===== src/rtl/tpc_pkg.sv =====
package tpc_pkg;

  typedef enum logic [3:0] {
    PH_ALLRED = 4'd0,
    PH_A_GRN  = 4'd1,
    PH_A_YL1  = 4'd2,
    PH_A_TRN  = 4'd3,
    PH_A_YL2  = 4'd4,
    PH_B_GRN  = 4'd5,
    PH_B_YL1  = 4'd6,
    PH_B_TRN  = 4'd7,
    PH_B_YL2  = 4'd8,
    PH_WALK   = 4'd9,
    PH_BLINK  = 4'd10
  } phase_e;

  localparam int NUM_PHASES = 11;
  localparam int PHASES_PER_ARM = 4;

  typedef enum logic [1:0] {
    LT_RED = 2'd0,
    LT_YEL = 2'd1,
    LT_GRN = 2'd2,
    LT_TRN = 2'd3
  } light_e;

  typedef enum logic [1:0] {
    DS_CLEAR = 2'd0,
    DS_WALK  = 2'd1,
    DS_BLINK = 2'd2,
    DS_GREEN = 2'd3
  } dsel_e;

  // which delay constant governs a phase
  function automatic dsel_e dsel_of(input phase_e p);
    case (p)
      PH_A_GRN, PH_B_GRN:             dsel_of = DS_GREEN;
      PH_A_TRN, PH_B_TRN, PH_BLINK:   dsel_of = DS_BLINK;
      PH_WALK:                        dsel_of = DS_WALK;
      default:                        dsel_of = DS_CLEAR;
    endcase
  endfunction

  // light code for the k-th phase (0..3) of an arm's own sequence
  function automatic light_e head_of_step(input int unsigned k);
    case (k)
      0:       head_of_step = LT_GRN;
      2:       head_of_step = LT_TRN;
      default: head_of_step = LT_YEL;
    endcase
  endfunction

  // saturating increment of the dwell accumulator
  function automatic logic [3:0] sat_inc(input logic [3:0] v);
    sat_inc = (v == 4'hF) ? v : v + 4'd1;
  endfunction

endpackage


===== src/rtl/tpc_decoder.sv =====
module tpc_decoder
  import tpc_pkg::*;
#(
  parameter int SW_BITS = 4,
  parameter int LINES   = NUM_PHASES
) (
  input  logic [SW_BITS-1:0] state,
  output logic [LINES-1:0]   lines
);
  for (genvar i = 0; i < LINES; i++) begin : g_line
    assign lines[i] = (state == SW_BITS'(i));
  end
endmodule


===== src/rtl/tpc_dwell_timer.sv =====
module tpc_dwell_timer
  import tpc_pkg::*;
#(
  parameter int CW       = 4,
  parameter int T_CLEAR  = 2,
  parameter int T_WALK   = 10,
  parameter int T_BLINK  = 5,
  parameter int T_MAXGRN = 15
) (
  input  logic          clk,
  input  logic          clr,
  input  logic          restart,
  input  dsel_e         dsel,
  output logic [CW-1:0] cnt,
  output logic          done
);
  localparam logic [CW-1:0] THR [4] = '{CW'(T_CLEAR), CW'(T_WALK),
                                        CW'(T_BLINK), CW'(T_MAXGRN)};
  localparam logic [CW-1:0] TOP = {CW{1'b1}};

  logic [CW-1:0] thr;

  always_comb thr = THR[dsel];

  assign done = (cnt == thr);

  always_ff @(posedge clk) begin
    if (clr || restart) cnt <= '0;
    else if (cnt != TOP) cnt <= cnt + CW'(1);
  end
endmodule


===== src/rtl/tpc_phase_fsm.sv =====
module tpc_phase_fsm
  import tpc_pkg::*;
#(
  parameter int CW       = 4,
  parameter int T_MINGRN = 4
) (
  input  logic          clk,
  input  logic          clr,
  input  logic          ped_req,
  input  logic          arm_sel,
  input  logic          sw,
  input  logic [CW-1:0] cnt,
  input  logic          done,
  output phase_e        state,
  output phase_e        state_nx,
  output logic          phase_change,
  output logic          complete
);
  logic ped_pend;
  logic next_is_b;
  logic in_green;
  logic early_exit;
  logic leave;
  logic arm_finish;

  assign in_green   = (state == PH_A_GRN) || (state == PH_B_GRN);
  assign early_exit = in_green && sw && (cnt >= CW'(T_MINGRN));
  assign leave      = done || early_exit;
  assign arm_finish = leave && ((state == PH_A_YL2) || (state == PH_B_YL2));

  always_comb begin
    state_nx = state;
    if (leave) begin
      case (state)
        PH_ALLRED: state_nx = ped_pend ? PH_WALK : (next_is_b ? PH_B_GRN : PH_A_GRN);
        PH_A_GRN:  state_nx = PH_A_YL1;
        PH_A_YL1:  state_nx = PH_A_TRN;
        PH_A_TRN:  state_nx = PH_A_YL2;
        PH_B_GRN:  state_nx = PH_B_YL1;
        PH_B_YL1:  state_nx = PH_B_TRN;
        PH_B_TRN:  state_nx = PH_B_YL2;
        PH_WALK:   state_nx = PH_BLINK;
        default:   state_nx = PH_ALLRED;
      endcase
    end
    if (state > PH_BLINK) state_nx = PH_ALLRED;
  end

  assign phase_change = (state_nx != state);

  always_ff @(posedge clk) begin
    if (clr) begin
      state     <= PH_ALLRED;
      ped_pend  <= 1'b0;
      next_is_b <= arm_sel;
      complete  <= 1'b0;
    end else begin
      state    <= state_nx;
      complete <= arm_finish;
      ped_pend <= (ped_pend && !(state_nx == PH_WALK && state != PH_WALK)) || ped_req;
      if (arm_finish) next_is_b <= (state == PH_A_YL2);
    end
  end
endmodule


===== src/rtl/traffic_phase_ctrl.sv =====
module traffic_phase_ctrl
  import tpc_pkg::*;
#(
  parameter int CW       = 4,
  parameter int T_CLEAR  = 2,
  parameter int T_WALK   = 10,
  parameter int T_BLINK  = 5,
  parameter int T_MAXGRN = 15,
  parameter int T_MINGRN = 4
) (
  input  logic         clk,
  input  logic         clr,
  input  logic         ped_req,
  input  logic         arm_sel,
  input  logic         sw,
  output logic [1:0]   arm_a_light,
  output logic [1:0]   arm_b_light,
  output logic         walk,
  output logic         complete,
  output logic [3:0]   state_q,
  output logic [3:0]   state_nx,
  output logic [CW-1:0] dwell_cnt,
  output logic         dwell_done
);
  localparam int NUM_ARMS = 2;

  phase_e              st;
  phase_e              st_nx;
  logic                phase_change;
  logic [NUM_PHASES-1:0] dec_lines;
  logic [1:0]          heads [NUM_ARMS];

  tpc_phase_fsm #(.CW(CW), .T_MINGRN(T_MINGRN)) u_fsm (
    .clk(clk), .clr(clr), .ped_req(ped_req), .arm_sel(arm_sel), .sw(sw),
    .cnt(dwell_cnt), .done(dwell_done),
    .state(st), .state_nx(st_nx), .phase_change(phase_change),
    .complete(complete)
  );

  tpc_dwell_timer #(.CW(CW), .T_CLEAR(T_CLEAR), .T_WALK(T_WALK),
                    .T_BLINK(T_BLINK), .T_MAXGRN(T_MAXGRN)) u_timer (
    .clk(clk), .clr(clr), .restart(phase_change), .dsel(dsel_of(st)),
    .cnt(dwell_cnt), .done(dwell_done)
  );

  tpc_decoder #(.SW_BITS(4), .LINES(NUM_PHASES)) u_dec (
    .state(st), .lines(dec_lines)
  );

  for (genvar a = 0; a < NUM_ARMS; a++) begin : g_arm
    localparam int BASE = 1 + a * PHASES_PER_ARM;
    always_comb begin
      heads[a] = LT_RED;
      for (int k = 0; k < PHASES_PER_ARM; k++)
        if (dec_lines[BASE + k]) heads[a] = head_of_step(k);
    end
  end

  assign arm_a_light = heads[0];
  assign arm_b_light = heads[1];
  assign walk        = dec_lines[PH_WALK] || (dec_lines[PH_BLINK] && dwell_cnt[0]);
  assign state_q     = st;
  assign state_nx    = st_nx;
endmodule


===== config.mk =====
export PLATFORM = sky130hd
export DESIGN_NAME = traffic_phase_ctrl
export DESIGN_NICKNAME = d
export VERILOG_FILES = /design/src/rtl/tpc_pkg.sv /design/src/rtl/tpc_decoder.sv /design/src/rtl/tpc_dwell_timer.sv /design/src/rtl/tpc_phase_fsm.sv /design/src/rtl/traffic_phase_ctrl.sv
export SDC_FILE = /design/constraint.sdc
export NUM_CORES = 1
export LEC_CHECK = 0
export BUFFER_PORTS_ARGS = -buffer_cell sky130_fd_sc_hd__buf_2
export CORE_MARGIN = 2
export CORE_UTILIZATION = 50
export DETAILED_ROUTE_END_ITERATION = 16
export PLACE_DENSITY_LB_ADDON = 0.05
export SYNTH_ARGS = -nofsm -noshare
export SYNTH_HDL_FRONTEND = slang
export SYNTH_SLANG_ARGS = --single-unit

===== constraint.sdc =====
create_clock -name clk -period 2.8 [get_ports clk]
set_input_delay 0.56 -clock clk [delete_from_list [all_inputs] [get_ports clk]]
set_output_delay 0.56 -clock clk [all_outputs]
set_load 0.03 [all_outputs]

# Word-level counts from Yosys, hierarchy flattened
# Index checks and enable logic that the tools add are counted.
[op_classes] add_sub_neg=1 order_cmp=3 n_eq_ne=15 mux=19 bitwise_logic=1 reduce_logical=17
[ops] cell="4-bit one-hot mux with 8 select lines" n=1
[ops] cell="4-bit 2-to-1 mux" n=5
[ops] cell="4-bit by 3-bit == test with 1-bit output (second input constant)" n=4
[ops] cell="4-bit == test (second input constant)" n=4
[ops] cell="2-bit 2-to-1 mux" n=8
[ops] cell="4-bit binary-select mux with 2-bit select" n=1
[ops] cell="4-bit by 2-bit == test with 1-bit output (second input constant)" n=2
[ops] cell="4-bit != test (second input constant)" n=2
[ops] cell="1-bit logical AND" n=6
[ops] cell="1-bit logical OR" n=6
[ops] cell="2-bit one-hot mux with 3 select lines" n=1
[ops] cell="4-bit by 1-bit adder with 4-bit output (second input constant)" n=1
[ops] cell="4-bit by 1-bit == test with 1-bit output (second input constant)" n=1
[ops] cell="4-bit == test" n=1
[ops] cell="4-bit by 3-bit >= comparator with 1-bit output (second input constant)" n=1
[ops] cell="4-bit greater-than comparator (second input constant)" n=1
[ops] cell="4-bit logical NOT" n=1
[ops] cell="4-bit != test" n=1
[ops] cell="3-bit >= comparator (second input constant)" n=1
[ops] cell="3-bit 2-to-1 mux" n=1
[ops] cell="2-bit inverter with 3-bit output" n=1
[ops] cell="3-bit OR reduction" n=1
[ops] cell="1-bit 2-to-1 mux" n=2
[ops] cell="2-bit nonzero test" n=1
[ops] cell="2 further kinds" n=2
[totals] regBits=11 input_bits=5 output_inout_bits=19 elab_cells=61

# Longest topological paths before layout
# Gate-level depths: netlist of run 1.
[logic_depth] depth_word=16 mapped_depth=8 ltp_nobuf=7

# Cells and area by module
# From an unflattened synthesis of run 1, not the netlist that was laid out.
[hier_totals] hier_cells=123 hier_area_um2=1042.2
[modules_own_cells] mod="tpc_phase_fsm" n_inst=1 cells_each=70 area_per_inst_um2=554.3 seq_area_each_um2=150.1
[modules_own_cells] mod="tpc_dwell_timer" n_inst=1 cells_each=25 area_per_inst_um2=219.0 seq_area_each_um2=80.1
[modules_own_cells] mod="tpc_decoder" n_inst=1 cells_each=15 area_per_inst_um2=191.4 seq_area_each_um2=0.0
[modules_own_cells] mod="traffic_phase_ctrl" n_inst=1 cells_each=13 area_per_inst_um2=77.6 seq_area_each_um2=0.0

# Worst setup path before layout of run 1
# Ideal clock, no wire load.
[synth_timing] path_kind="register -> output" from="reg u_fsm.state[0]" to="out state_nx[2]" t_arrival_ns=3.108 required_time_ns=2.240 path_slack_ns=-0.868 path_stages_with_launch=9 path_buffers=2 path_cell_list="dfxtp_1 -> buf_2 -> nor3b_1 -> o311ai_1 -> a21oi_1 -> o21ai_2 -> buf_2 -> a21oi_1 -> a2111oi_0"
[synth_between] elab_chain_cells=11 elab_cells_between_ends=25 cone_classes="order compare: 1; eq/ne: 9; mux: 7; bitwise: 1; reduce/logical: 7"
[synth_rtl] item="start: declaration" line="tpc_phase_fsm.sv:14" source="output phase_e state,"
[synth_rtl] item="start signal: assignment" line="tpc_phase_fsm.sv:58" source="state <= state_nx;"
[synth_rtl] item="4-bit by 2-bit == test with 1-bit output (tied with other cells)" line="tpc_pkg.sv:36, tpc_phase_fsm.sv:34"
[synth_rtl] item="3-bit OR reduction / 2-bit OR reduction (equally long branches)" line="tpc_pkg.sv:36" source="case (p)"
[synth_rtl] item="2-bit one-hot mux with 3 select lines" line="tpc_pkg.sv:36"
[synth_rtl] item="2-bit inverter with 3-bit output (implied by the code)" line="tpc_dwell_timer.sv:23" source="always_comb thr = THR[dsel];"
[synth_rtl] item="4-bit binary-select mux with 2-bit select" line="tpc_dwell_timer.sv:23"
[synth_rtl] item="4-bit 2-to-1 mux (implied by the code) (2 in a row)" line="tpc_dwell_timer.sv:23"
[synth_rtl] item="4-bit == test" line="tpc_dwell_timer.sv:25" source="assign done = (cnt == thr);"
[synth_rtl] item="1-bit logical OR" line="tpc_phase_fsm.sv:28" source="assign leave = done || early_exit;"
[synth_rtl] item="4-bit 2-to-1 mux" line="tpc_phase_fsm.sv:33" source="if (leave) begin"
[synth_rtl] item="4-bit 2-to-1 mux (*)" line="tpc_phase_fsm.sv:46" source="if (state > PH_BLINK) state_nx = PH_ALLRED;"
[synth_rtl] item="end: declaration" line="traffic_phase_ctrl.sv:21" source="output logic [3:0] state_nx,"
# Mark *: on every way between the ends. The rest lies on a longest branch, timed or not. The select of a mux whose other input is x is not followed.

# Worst setup path after layout of run 1
[layout_timing] from="reg u_fsm.state[0]" to="out state_nx[0]"
# Same word-level chain as after synthesis.

==> summary.md, run 1 <==
| Metric | Value |
|---|---|
| Status | `completed` |
| Maximum resistive drop on vdd | `0.000520 V` |
| Main area contributors after synthesis | `dfxtp_1, mux2i_1, nor2_1` |
| Final critical-path share of the clock period | `98.2%` |
| CTS tree | `built` |
| Crit path max fanout | `10` |
| Post-synth top area share | `24.2%` |
| Die H | `44.7 µm` |
| # clock sinks | `11` |
| Maximum buffer depth of the clock tree | `2` |
| Worst-Margin Slew | `0.562 ns` |
| Vias | `898` |
| Area Overhead vs Synth | `34.4%` |
| Setup slack after layout | `0.0515 ns` |
| Remaining antenna violation count | `0` |
| Final GP Congestion | `0.825` |
| Final worst path period need | `2.75 ns` |
| Total number of placement rows | `14` |
| Endpoint class of the critical path | `output pin` |
| Die X | `44.7 µm` |
| Number of flops mapped to enable cells by yosys | `1` |
| Final setup violation count | `0` |
| Count of buffer and inverter cells on the critical path | `2` |
| Final net count | `142` |
| Routed Wire Length | `2240 µm` |
| Clock buffers created by TritonCTS | `3` |
| Synthesis warning total | `0` |
| Min-delay worst type | `register to register` |
| # Max-Cap Violations | `0` |
| Worst-case hold slack | `0.501 ns` |
| Critical Path Source Type | `register` |
| Global-route wire length before repair | `3250 µm` |
| Largest delay contributor family on the critical path | `simple AND/OR/NAND/NOR gates` |
| Maximum number of pins on one net before global-route repair | `15` |
| DP HPWL | `1560 µm` |
| Initial Util | `54.4%` |
| Share of layout cells above drive strength 1 | `43.0%` |
| Rel. slew slack | `62.2%` |
| Post-place setup slack | `0.192 ns` |
| Post-detailed-route via-to-cell ratio | `5.95` |
| Cell taking the most area after synthesis | `dfxtp_1` |
| Most frequent cells after synthesis | `nor2_1, dfxtp_1, nor3_1` |
| Starting DRC count in detailed routing | `43` |
| Overall global routing resource usage | `22.4%` |
| Cell count after synthesis | `109` |
| Count of TritonRoute iterations in the first routing pass | `4` |
| Worst path cell trace | `nand2b_4, o21ai_1, mux2i_1, o21ai_4, buf_6, or3_1, nand3_1, buf_4` |
| Htree depth | `1` |
| Upper clock frequency limit | `364 MHz` |
| Clock transition at the register clock pins on the worst setup and hold paths after CTS | `0.08 ns` |
| Max incr delay on CP | `0.39 ns` |
| Dominant register cell in the synthesized netlist | `dfxtp_1` |
| Worst Skew | `0.00230 ns` |
| Mapped Area | `828 µm²` |
| Nets in the synthesized netlist | `115` |
| Die area | `2000 µm²` |
| Crit path kind | `register to output pin` |
| Share of synthesized flip-flops with an asynchronous set or reset | `0%` |
| Arrival time at the worst endpoint | `2.19 ns` |
| Total count of max-transition violations in the final report | `0` |
| Final setup TNS | `0 ns` |
| CP max-delay cell | `dfxtp_4` |
| Count of buffers from port buffering | `23` |
| GRT overflow | `0` |
| Required time worst endpoint | `2.24 ns` |
| I/O pins | `24` |
| Seq cells post-synth | `11` |
| Part of the Yosys area used for sequential elements | `27.8%` |
| Average instance area after synthesis | `7.60 µm²` |
| Antenna fix cells | `0` |
| Clock Latency Late Sink | `0.28 ns` |
| Initial antenna violation count | `0` |
| Library cell with the highest instance count after synthesis | `nor2_1` |
| Leakage Power | `0.448 nW` |
| Total power per unit cell area | `879 nW/µm²` |
| Drt wl/cell | `14.8 µm` |
| Number of global-route vias before repair | `716` |
| Area of the core region | `1520 µm²` |
| R2R setup slack | `0.67 ns` |
| Total DRC errors in the routed layout | `0` |
| Unique masters post-synth | `39` |
| Number of hold violations in the final report | `0` |
| Clock tree root buffer cell | `clkbuf_4` |
| CTS hold repair buffers | `0` |
tightest hold or removal path: stages (launching register included):
cell and delay (ns):
dfxtp_1 0.33, o41ai_1 0.07, a21oi_1 0.06
stage by stage:
stage / cells / instance area, µm² / total power [mW] / util [%]
floorplan: 109 / 852 / 0.637 / -
global placement: 145 / 985 / 0.747 / 64.6
detailed placement: 145 / 985 / 0.757 / 64.6
CTS: 149 / 1010 / 0.873 / 66.6
global route: 151 / 1110 / 1.03 / 73.1
finish: 151 / 1110 / 0.979 / 73.1
worst paths after layout:
kind                      to           start  depth (start not counted)
min reg2reg   u_fsm.ped_pend  u_fsm.ped_pend                          2
max reg2reg  u_fsm.next_is_b  u_fsm.state[0]                          8
min           u_fsm.ped_pend  u_fsm.ped_pend                          2
max              state_nx[0]  u_fsm.state[0]                          8
layout make-up:
cell class | instances | area [µm²]
clock buffer | 4 | 26.3
fill | 124 | 410
inverter | 3 | 11.3
multi-input combinational | 87 | 638
sequential | 11 | 241
tap | 16 | 20.0
timing repair buffer | 30 | 176
timing repair:
action,CTS,global route
setup buffers,0,2
setup endpoints to repair,3,4
resized for setup,2,20
pin swaps,0,4
power by group:
group	internal, mW	leakage (nW)	switching, mW
Sequential	0.194	0.0947	0.0593
Clock	0.0554	0.0150	0.0615
Combinational	0.237	0.339	0.371
Total	0.487	0.448	0.492
layout by cell type, fill, tap and decap left out, drive strengths merged:
cell type / count
nand2b: 4
nand3: 3
o21ai: 7
a211o: 1
o311ai: 1
nand3b: 2
or2: 3
nor4: 2
or3: 2
o22ai: 1
nor2: 11
xnor2: 2
nor3b: 3
nor3: 10
nor2b: 3
nor4bb: 1
mux2i: 5
dfxtp: 10
inv: 3
edfxtp: 1
o41ai: 1
o2111ai: 1
buf: 30
or4: 1
a2111oi: 2
a21oi: 7
clkbuf: 4
a211oi: 1
a31oi: 3
and2: 2
a21bo: 1
ha: 1
nand2: 6
registers in the layout, summed over array words and instances (netlist names):
register	flops
u_fsm.next_is_b	1
u_fsm.state	4
u_timer.cnt	4
u_fsm.complete	1
u_fsm.ped_pend	1
cells by family after synthesis:
logic type                 share of synthesized area (%)
DFF                                                 27.8
buffers and inverters                               6.19
adders and majority gates                           1.51
muxes                                               6.04
AOI/OAI and AO/OA                                   20.4
xor gates and xnor gates                            2.12
and+or+nand+nor                                     35.9
routing by layer:
| metal | global-route usage, % | vias up | part of all wire (%) |
|---|---|---|---|
| li1 | - | 452 | - |
| met1 | 33.3 | 405 | 46 |
| met2 | 31.6 | 37 | 45 |
| met3 | 2.80 | 4 | 6.3 |
| met4 | 10.9 | 0 | 2.1 |
| met5 | 0 | - | 0 |
Note: power is estimated with default switching activity, not from simulation.
==> run 2: changes to the inputs <==
Settings changed: PLACE_DENSITY set to 0.78, PLACE_DENSITY_LB_ADDON 0.05 to not set, TNS_END_PERCENT set to 50.
==> summary.md, run 2 (synthesized netlist as in run 1, its figures left out) <==
| Metric | Value |
|---|---|
| Initial Util | `54.4% (unchanged)` |
| Status | `completed (unchanged)` |
| Largest delay contributor family on the critical path | `simple AND/OR/NAND/NOR gates (unchanged)` |
| Drt wl/cell | `14.8 µm (about the same)` |
| Final std cell area, no fill | `1090 µm² (was 1110 µm²)` |
| GRT overflow | `0 (unchanged)` |
| Crit path kind | `register to output pin (unchanged)` |
| Arrival time at the worst endpoint | `2.14 ns (was 2.19 ns)` |
| Min-delay worst type | `register to register (unchanged)` |
| Total power per unit cell area | `872 nW/µm² (was 879 nW/µm²)` |
| DP HPWL | `1540 µm (was 1560 µm)` |
| Number of hold violations in the final report | `0 (unchanged)` |
| CP max-delay cell | `dfxtp_1 (was dfxtp_4)` |
| Htree depth | `1 (unchanged)` |
| Vias | `933 (was 898)` |
| Global-route wire length before repair | `3420 µm (was 3250 µm)` |
| Largest registers | `u_fsm.state: 4 flops, u_timer.cnt: 4 flops (unchanged)` |
| Final setup violation count | `0 (unchanged)` |
| CTS tree | `built (unchanged)` |
| Clock power frac | `11.9% (about the same)` |
| Required time worst endpoint | `2.24 ns (about the same)` |
| Overall global routing resource usage | `23.0% (was 22.4%)` |
| Post-detailed-route via-to-cell ratio | `6.18 (was 5.95)` |
| Clock transition at the register clock pins on the worst setup and hold paths after CTS | `0.07 ns (was 0.08 ns)` |
| Area of the core region | `1520 µm² (unchanged)` |
| Total DRC errors in the routed layout | `0 (unchanged)` |
| I/O pins | `24 (unchanged)` |
| Max incr delay on CP | `0.36 ns (was 0.39 ns)` |
| Antenna fix cells | `0 (unchanged)` |
| Maximum number of pins on one net before global-route repair | `15 (unchanged)` |
| Length of routed met3 wiring | `113 µm (was 141 µm)` |
| Remaining antenna violation count | `0 (unchanged)` |
| Routed length on met2 | `1070 µm (was 1010 µm)` |
| Cell Int Power | `0.478 mW (was 0.487 mW)` |
| Worst path cell trace | `nand2b_1, o21ai_2, mux2i_1, o21ai_2, buf_6, or3_1, nand3_1, buf_6 (was nand2b_4, o21ai_1, mux2i_1, o21ai_4, buf_6, or3_1, nand3_1, buf_4)` |
| Leading cell type in the layout, fill and taps excluded | `buf_2 (unchanged)` |
| Count of buffer and inverter cells on the critical path | `2 (unchanged)` |
| Sequential share of power | `26.6% (was 25.9%)` |
| CTS hold repair buffers | `0 (unchanged)` |
| Critical Path Source Type | `register (unchanged)` |
| Die H | `44.7 µm (unchanged)` |
| Final GP Congestion | `0.829 (was 0.825)` |
| Area Overhead vs Synth | `31.1% (was 34.4%)` |
| # Max-Cap Violations | `0 (unchanged)` |
| Upper clock frequency limit | `371 MHz (was 364 MHz)` |
| Total number of placement rows | `14 (unchanged)` |
| Leakage Power | `0.446 nW (was 0.448 nW)` |
| Net switching power of the design | `0.469 mW (was 0.492 mW)` |
| Die area | `2000 µm² (unchanged)` |
| Share of layout cells above drive strength 1 | `40.0% (was 43.0%)` |
| Initial antenna violation count | `0 (unchanged)` |
| Clock tree root buffer cell | `clkbuf_4 (unchanged)` |
| Crit path max fanout | `8 (was 10)` |
| Clock buffers created by TritonCTS | `3 (unchanged)` |
| Maximum buffer depth of the clock tree | `2 (unchanged)` |
| Number of global-route vias before repair | `779 (was 716)` |
| Final critical-path share of the clock period | `96.3% (was 98.2%)` |
| Routed Wire Length | `2240 µm (about the same)` |
| Top routing layer in use | `met4 (unchanged)` |
| Count of TritonRoute iterations in the first routing pass | `4 (unchanged)` |
| Starting DRC count in detailed routing | `31 (was 43)` |
| Final worst path period need | `2.70 ns (was 2.75 ns)` |
| Count of buffers from port buffering | `23 (unchanged)` |
| Length of routed wiring on met1 | `1040 µm (about the same)` |
| Die X | `44.7 µm (unchanged)` |
| Worst-case hold slack | `0.488 ns (was 0.501 ns)` |
| DP Area | `980 µm² (was 985 µm²)` |
| Total count of max-transition violations in the final report | `0 (unchanged)` |
| Final net count | `142 (unchanged)` |
| Maximum resistive drop on vdd | `0.000668 V (was 0.000520 V)` |
| Worst Skew | `0.00226 ns (was 0.00230 ns)` |
| Switching share of power | `49.5% (was 50.3%)` |
| Endpoint class of the critical path | `output pin (unchanged)` |
| Number of filler cells placed in the layout | `124 (unchanged)` |
| Share of power burned in combinational logic | `61.4% (was 62.2%)` |
| Clock Latency Late Sink | `0.27 ns (was 0.28 ns)` |
| Rel. slew slack | `58.1% (was 62.2%)` |
| Top library cells by usage in the layout, fill and taps aside | `buf_2, nor2_1, nor3_1, buf_4 (was buf_2, nor2_1, buf_4)` |
| # clock sinks | `11 (unchanged)` |
| Worst-Margin Slew | `0.621 ns (was 0.562 ns)` |
-- run 2: metal layers --
metal | GRT usage (%) | vias to the layer above
li1 | - | 451
met1 | 31.9 | 451
met2 | 36.2 | 29
met3 | 2.80 | 2
met4 | 9.09 | 0
met5 | 0 | -
-- run 2: power groups by stage --
stage	Combinational [mW]	Clock, mW	Sequential [mW]
finish	0.582	0.113	0.252
detailed placement	0.507	0	0.247
floorplan	0.369	0	0.266
CTS	0.509	0.115	0.246
global route	0.622	0.119	0.259
global placement	0.497	0	0.244
-- run 2: timing repair --
item | CTS | global route
setup endpoints to repair | 2 | 4
pin swaps | 0 | 6
buffers inserted | 0 | 2
resized for setup | 2 | 21
cloned | 0 | 0
hold endpoints to repair | 0 | 0
-- run 2: cell type report --
| type | instances | area (µm²) | area share (%) |
|---|---|---|---|
| well taps | 16 | 20.0 | 1.84 |
| flip-flops and latches | 11 | 240 | 22.1 |
| repair buffers | 30 | 186 | 17.2 |
| inverters | 3 | 11.3 | 1.04 |
| clock buffers | 4 | 26.3 | 2.42 |
| multi-input cells | 87 | 602 | 55.4 |
-- run 2: worst paths after layout --
kind | startpoint | end | slack [ns] | cells past startpoint
setup / recovery | u_fsm.state[2] | state_nx[0] | 0.10 | 8
hold / removal | u_fsm.ped_pend | u_fsm.ped_pend | 0.49 | 2
setup reg to reg | u_fsm.state[3] | u_timer.cnt[2] | 0.70 | 7
hold reg to reg | u_fsm.ped_pend | u_fsm.ped_pend | 0.49 | 2
-- run 2: worst register-to-register path: stages (launching register included) --
cell	delay, ns
dfxtp_4	0.37
nor3b_2	0.16
o311ai_2	0.26
a21oi_1	0.13
o21ai_2	0.27
inv_2	0.10
or4_4	0.56
nor3_2	0.19
-- run 2: per-stage QoR --
stage / total power, mW / std cells / utilization [%] / TNS, ns / worst slack, ns
after global routing: 1.00 / 151 / 71.3 / -0.0203 / -0.0153
after detailed placement: 0.754 / 145 / 64.3 / 0 / 0.241
after CTS: 0.869 / 149 / 66.2 / 0 / 0.0401
after global placement: 0.741 / 145 / 64.3 / 0 / 0.325
final: 0.947 / 151 / 71.3 / 0 / 0.103
after floorplan: 0.635 / 109 / - / -0.0446 / -0.0446
